### src/rtl/xfer_word_counter.sv
module xfer_word_counter #(
  parameter int ADDR_W = 12,
  parameter int DATA_W = 32,
  parameter int FREE_W = 5,
  parameter logic [ADDR_W-1:0] IN_CNT_ADDR  = 12'h904,
  parameter logic [ADDR_W-1:0] OUT_CNT_ADDR = 12'h906,
  parameter logic [ADDR_W-1:0] IN_FIFO_ADDR  = 12'h800,
  parameter logic [ADDR_W-1:0] OUT_FIFO_ADDR = 12'h880
) (
  input  logic              clk,
  input  logic              rst_n,
  input  logic              burst8,
  input  logic              host_valid,
  input  logic              host_we,
  input  logic              host_burst,
  input  logic [ADDR_W-1:0] host_addr,
  input  logic [DATA_W-1:0] host_wdata,
  output logic [DATA_W-1:0] host_rdata,
  input  logic [DATA_W-1:0] ofifo_rdata,
  input  logic              eu_ready,
  input  logic              ififo_nempty,
  input  logic [FREE_W-1:0] in_free,
  output logic              eu_pop,
  output logic              ofifo_pop,
  output logic              ififo_push,
  output logic              burst_last,
  output logic              in_dreq,
  output logic              out_dreq
);
  logic [DATA_W-1:0] in_cnt, out_cnt;
  logic [2:0]        beat;

  wire hit_in_fifo  = host_addr == IN_FIFO_ADDR;
  wire hit_out_fifo = host_addr == OUT_FIFO_ADDR;
  wire reg_beat     = host_valid && !host_burst;
  wire wr_in        = reg_beat && host_we && host_addr == IN_CNT_ADDR;
  wire wr_out       = reg_beat && host_we && host_addr == OUT_CNT_ADDR;
  wire fifo_beat    = host_valid && host_burst && (hit_in_fifo || hit_out_fifo);
  wire beat_end     = beat == (burst8 ? 3'd7 : 3'd3);
  wire [FREE_W-1:0] burst_len = burst8 ? FREE_W'(8) : FREE_W'(4);

  assign eu_pop     = eu_ready && ififo_nempty && in_cnt != '0;
  assign ofifo_pop  = host_valid && !host_we && hit_out_fifo && out_cnt != '0;
  assign ififo_push = host_valid && host_we && hit_in_fifo;
  assign burst_last = fifo_beat && beat_end;
  assign in_dreq    = in_cnt != '0 && in_free >= burst_len;
  assign out_dreq   = out_cnt != '0;

  always_comb begin
    host_rdata = '0;
    if (host_valid && !host_we) begin
      if (hit_out_fifo && out_cnt != '0) host_rdata = ofifo_rdata;
      else if (!host_burst && host_addr == IN_CNT_ADDR)  host_rdata = in_cnt;
      else if (!host_burst && host_addr == OUT_CNT_ADDR) host_rdata = out_cnt;
    end
  end

  always_ff @(posedge clk) begin
    if (!rst_n) begin
      in_cnt  <= '0;
      out_cnt <= '0;
      beat    <= '0;
    end else begin
      if (wr_in)       in_cnt <= host_wdata;
      else if (eu_pop) in_cnt <= in_cnt - 1'b1;
      if (wr_out)         out_cnt <= host_wdata;
      else if (ofifo_pop) out_cnt <= out_cnt - 1'b1;
      if (fifo_beat) beat <= beat_end ? 3'd0 : beat + 3'd1;
    end
  end
endmodule


### config.mk
export PLATFORM = sky130hd
export DESIGN_NAME = xfer_word_counter
export DESIGN_NICKNAME = d
export VERILOG_FILES = /design/src/rtl/xfer_word_counter.sv
export SDC_FILE = /design/constraint.sdc
export NUM_CORES = 1
export LEC_CHECK = 0
export BUFFER_PORTS_ARGS = -buffer_cell sky130_fd_sc_hd__buf_2
export CAP_MARGIN = 20
export CORE_ASPECT_RATIO = 0.5
export CORE_MARGIN = 3
export CORE_UTILIZATION = 53
export CTS_BUF_LIST = sky130_fd_sc_hd__clkbuf_16
export CTS_CLUSTER_SIZE = 12
export DETAILED_ROUTE_END_ITERATION = 8
export GPL_TIMING_DRIVEN = 0
export PLACE_DENSITY = 0.82
export SLEW_MARGIN = 25
export SYNTH_ARGS = -nofsm -noshare
export SYNTH_HDL_FRONTEND = slang
export SYNTH_SLANG_ARGS = --single-unit
### constraint.sdc
create_clock -name clk -period 3.79 [get_ports clk]
set_input_delay 0.758 -clock clk [delete_from_list [all_inputs] [get_ports clk]]
set_output_delay 0.758 -clock clk [all_outputs]
set_load 0.01 [all_outputs]
# Word level (Yosys, flattened, before mapping)
# Cells that the tools add are included.
[op_classes]
reduce_logical = 25
n_mul = 0
n_addsub = 3
div = 0
n_lt_le_gt_ge = 1
bitwise_logic = 0
n_shift = 0
mux = 11
eq_ne = 5
[op_table]
columns = ["op", "count"]
rows = [
  ["2-to-1 mux 32 bit", 8],
  ["nonzero test 32 bit", 2],
  ["subtractor 32 x 1 -> 32 bit (second input constant)", 2],
  ["equality test 12 bit (second input constant)", 4],
  ["logical AND 1 bit", 18],
  ["2-to-1 mux 3 bit", 2],
  [">= comparator 5 x 4 -> 1 bit", 1],
  ["2-to-1 mux 4 bit", 1],
  ["nonzero test 2 bit", 2],
  ["adder 3 x 1 -> 3 bit (second input constant)", 1],
  ["equality test 3 bit", 1],
  ["zero test 1 bit", 2],
  ["logical OR 1 bit", 1],
]
[word_totals]
wordCells = 48
mem_count = 0
latchBits = 0
ram_bits = 0
reg_bits = 67
inputBits = 89
mem_bits_ro = 0
output_inout_bits = 38

# Longest topological paths before layout
[depth]
depth_word = 6
depth_mapped = 12
depth_no_buf = 9

# Worst setup path before layout
# No wires, ideal clock.
[synth_timing]
path_type = "input to output"
startpoint = "input port host_addr[0]"
endpoint = "output port host_rdata[12]"
t_required_ns = 3.032
path_stages = 7
path_slack_ns = 0.398
arrival_ns = 2.634
n_path_buf = 2
cell_sequence = "or4_4 buf_6 or3_1 nor2_1 clkbuf_1 a222oi_1 nor2_1"
[synth_via]
elab_chain_cells = 6
elab_cells_between_ends = 10
classes_between = "3 x eq/ne; 4 x mux; 3 x reduce/logical"
[synth_lines]
columns = ["item", "line", "text"]
rows = [
  ["start, declared", "16", "input logic [ADDR_W-1:0] host_addr,"],
  ["equality test 12 bit", "54", "else if (!host_burst && host_addr == OUT_CNT_ADDR) host_rdata = out_cnt;"],
  ["logical AND 1 bit", "54", ""],
  ["2-to-1 mux 32 bit", "54", ""],
  ["2-to-1 mux 32 bit", "53", "else if (!host_burst && host_addr == IN_CNT_ADDR) host_rdata = in_cnt;"],
  ["2-to-1 mux 32 bit (*)", "52", "if (hit_out_fifo && out_cnt != '0) host_rdata = ofifo_rdata;"],
  ["2-to-1 mux 32 bit (*)", "51", "if (host_valid && !host_we) begin"],
  ["end, declared", "18", "output logic [DATA_W-1:0] host_rdata,"],
]
# Mark *: on every way between the ends. The rest lies on a longest branch, timed or not.

# Worst setup path after layout
[layout_timing]
startpoint = "input port host_addr[0]"
endpoint = "output port host_rdata[17]"
# The elaborated chain is that of the path after synthesis.

==> run_results.csv <==
group,metric,value,unit
placed_design,gp_congestion,1.03,
placed_design,port_buffers,126,
synth,yosysTopAreaCell,"dfxtp_1",
global_route,grt_pass1_wl,28800,um
route,drtIter0Drc,1121,
timing,layout_worst_path_cycle_share,0.984,
floorplanning,die_h,72.1,um
route,vias,5891,
power_and_ir_drop,power.density,561,nW/um2
synth,syn_nets,706,
timing,fin_worst_skew,0.00718,ns
synth,ys_ff_latch,67,
final_layout,most-common-layout-cells,"132 x buf_2, 67 x dfxtp_1, 65 x a21oi_1, 52 x nand2_1, 52 x nor2_1",
timing,finalCriticalPeriod,3.73,ns
power_and_ir_drop,seqPwrFrac,0.329,
final_layout,final_nets,844,
global_route,grt_usage,0.373,
critical_path,cpMostUsedCell,"buf_2",
synth,synth_top_family_by_area,"simple AND/OR/NAND/NOR gates",
critical_path,cpPeakStageDelay,0.52,ns
global_route,grt_pass1_vias,5134,
power_and_ir_drop,clkPwrFrac,0.228,
power_and_ir_drop,p_int,1.80,mW
synth,synth_edf_count,0,
floorplanning,io_pins,127,
final_layout,final_common_cell,"buf_2",
final_layout,final_util,0.695,
timing,slew_violations,0,
floorplanning,die_x,138,um
synth,synth-xor-area-share,0.0586,
placed_design,dp_hpwl,14700,um
synth,synth_cell_type_count,66,
synth,seq_area_frac_synth,0.289,
final_layout,layout-drive-gt1-share,0.243,
placed_design,placed_cell_area,5410,um2
synth,syn_avg_cell_area,7.57,um2
synth,synth_fa_ha_area_frac,0.0135,
final_layout,antenna_cells,0,
floorplanning,start_util,0.561,
critical_path,end_kind,"output pin",
power_and_ir_drop,cellLeakagePower,2.27,nW
timing,hold_viol,0,
floorplanning,core,8260,um2
synth,muxShareOfSynthArea,0.0135,
clocking,clkTransAtPathRegs,0.05,ns
critical_path,cp.required,3.03,ns
critical_path,crit_arrival,2.97,ns
synth,async_reset_ff_frac,0,
power_and_ir_drop,sw_frac_of_total,0.441,
synth,yosys_warnings,0,
power_and_ir_drop,combPwrFrac,0.443,
clocking,cts_tree,"built",
synth,yosysTopAreaCellShare,0.289,
power_and_ir_drop,power.switching,1.42,mW
timing,fmax,0.268,GHz
synth,ys.flop_type,"dfxtp_1",
final_layout,synthToLayoutAreaGrowth,23.8,%
route,drt_pass1_iterations,9,
critical_path,crit_type,"input pin to output pin",
timing,fin_ws,0.0613,ns
clocking,postCtsHoldBufs,0,
power_and_ir_drop,irDropWorstVdd,0.584,mV
clocking,cts_buffers,9,
final_layout,stdcell_area,5740,um2
clocking,cts_buffer_depth,2,
worst_hold_path,min_path_type,"flip-flop to flip-flop",
clocking,root_buffer,"clkbuf_16",
clocking,h-tree-depth,3,
route,routedWlPerCell,22.5,um
synth,yosys.area_share.simple,0.303,
route,drc,13,
global_route,grt_start_max_net_pins,11,
critical_path,critPathMaxFanout,10,
outcome,violations,"DRC",
timing,setup-violations-final,0,
route,ant_nets,0,
critical_path,slowest_stage,"or4_4",
synth,syn_area,4640,um2
job,cap_viol_max_count,0,
global_route,grt_antenna_before_repair,0,
placed_design,dp.cells,850,
floorplanning,row_count,23,
timing,relSlewSlack,0.338,
final_layout,final_cells,866,
timing,tightest_slew,0.987,ns
global_route,grt_overflow_total,0,
route,vias_per_cell,6.80,
clocking,cts.sinks,67,
critical_path,critPathLaunchType,"input pin",
final_layout,fill_cells,711,
critical_path,path_cells,"buf_2 > or4_4 > buf_6 > or3_1 > nor2_4 > buf_2 > a22oi_1 > a21oi_1 > buf_2",
synth,synth_cells,612,
timing,rsz0062_at_grt,"yes",
synth,synth_area_leaders,"dfxtp_1 29%, a21oi_1 7.1%, nor2_1 4.5%, o21ai_0 4.3%, nand2_1 4.2%",
route,wirelength,19500,um
timing,fin_tns_setup,0,ns
clocking,clk_latency,0.34,ns
synth,synth_compound_area_frac,0.270,
outcome,status,"finished, violations left",
floorplanning,die-area,9970,um2
placed_design,dp_slack,-0.185,ns
power groups by stage:
stage          Clock, mW  Sequential [mW]  Combinational, mW
2_1_floorplan          0            0.977               1.04
5_1_grt            0.758             1.06               1.57
3_5_place_dp           0             1.05               1.36
6_report           0.734             1.06               1.43
4_1_cts            0.733             1.04               1.37
3_3_place_gp           0             1.05               1.34
cell usage after synthesis (6+ instances only):
cell / number
dfxtp_1: 67
a21oi_1: 66
nor2_1: 55
nand2_1: 52
o21ai_0: 40
clkbuf_1: 31
nor3_1: 22
a22oi_1: 19
nand4_1: 19
nor4_1: 18
nand3_1: 17
a222oi_1: 16
xor2_1: 16
xnor2_1: 15
or3_1: 13
a31oi_1: 12
inv_1: 10
and3_1: 9
or4_1: 7
a211oi_1: 6
buf_2: 6
logic make-up after synthesis:
kind of cell	after synthesis
XOR/XNOR	31
AND/OR/NAND/NOR	255
AO/OA/AOI/OAI	195
multiplexers	6
adder cells (fa/ha/maj)	5
buffers and inverters	53
flip-flops	67
final cells by class:
type                    count  area [um2]  share of cell area
multi-input cells         492        3120               0.543
flip-flops and latches     67        1340               0.234
repair buffers            128         646               0.113
clock buffers               9         225              0.0392
plain buffers              41         198              0.0345
well taps                 112         140              0.0244
inverters                  11        46.3             0.00807
clock inverters             6        26.3             0.00458
flip-flops by register name, indices dropped and copies added, names as in the netlist:
register,count
beat,3
in_cnt,32
out_cnt,32
worst max-delay path, delay by kind of cell:
kind / cells / cell delay [ns]
buffers and inverters: 4 / 0.69
AOI/OAI and AO/OA: 2 / 0.31
and+or+nand+nor: 3 / 1.20
timing repair:
| action | in CTS | in global routing |
|---|---|---|
| resized for setup | 7 | 14 |
| buffers inserted | 0 | 2 |
| pin swaps | 0 | 1 |
| endpoints found under the setup margin | 32 | 32 |
final timing paths:
| kind | slack [ns] | to | cells past startpoint | startpoint |
|---|---|---|---|---|
| hold reg to reg | 0.53 | beat[0] | 2 | beat[0] |
| setup reg to reg | 0.87 | in_cnt[4] | 9 | in_cnt[0] |
| setup / recovery | 0.06 | host_rdata[17] | 9 | host_addr[0] |
| hold / removal | 0.53 | beat[0] | 2 | beat[0] |
routing by layer:
layer / track usage / wire (um) / vias to the layer above
li1: - / - / 2628
met1: 0.503 / 7590 / 2731
met2: 0.529 / 7900 / 473
met3: 0.196 / 3600 / 59
met4: 0.0865 / 423 / 0
met5: 0 / 0 / -
through the flow:
step | total power, mW | hold WS, ns
3_5_place_dp | 2.42 | 0.523
3_3_place_gp | 2.39 | 0.511
6_report | 3.22 | 0.531
5_1_grt | 3.40 | 0.554
4_1_cts | 3.15 | 0.535
2_1_floorplan | 2.02 | 0.474
(Power assumes the default switching activity.)
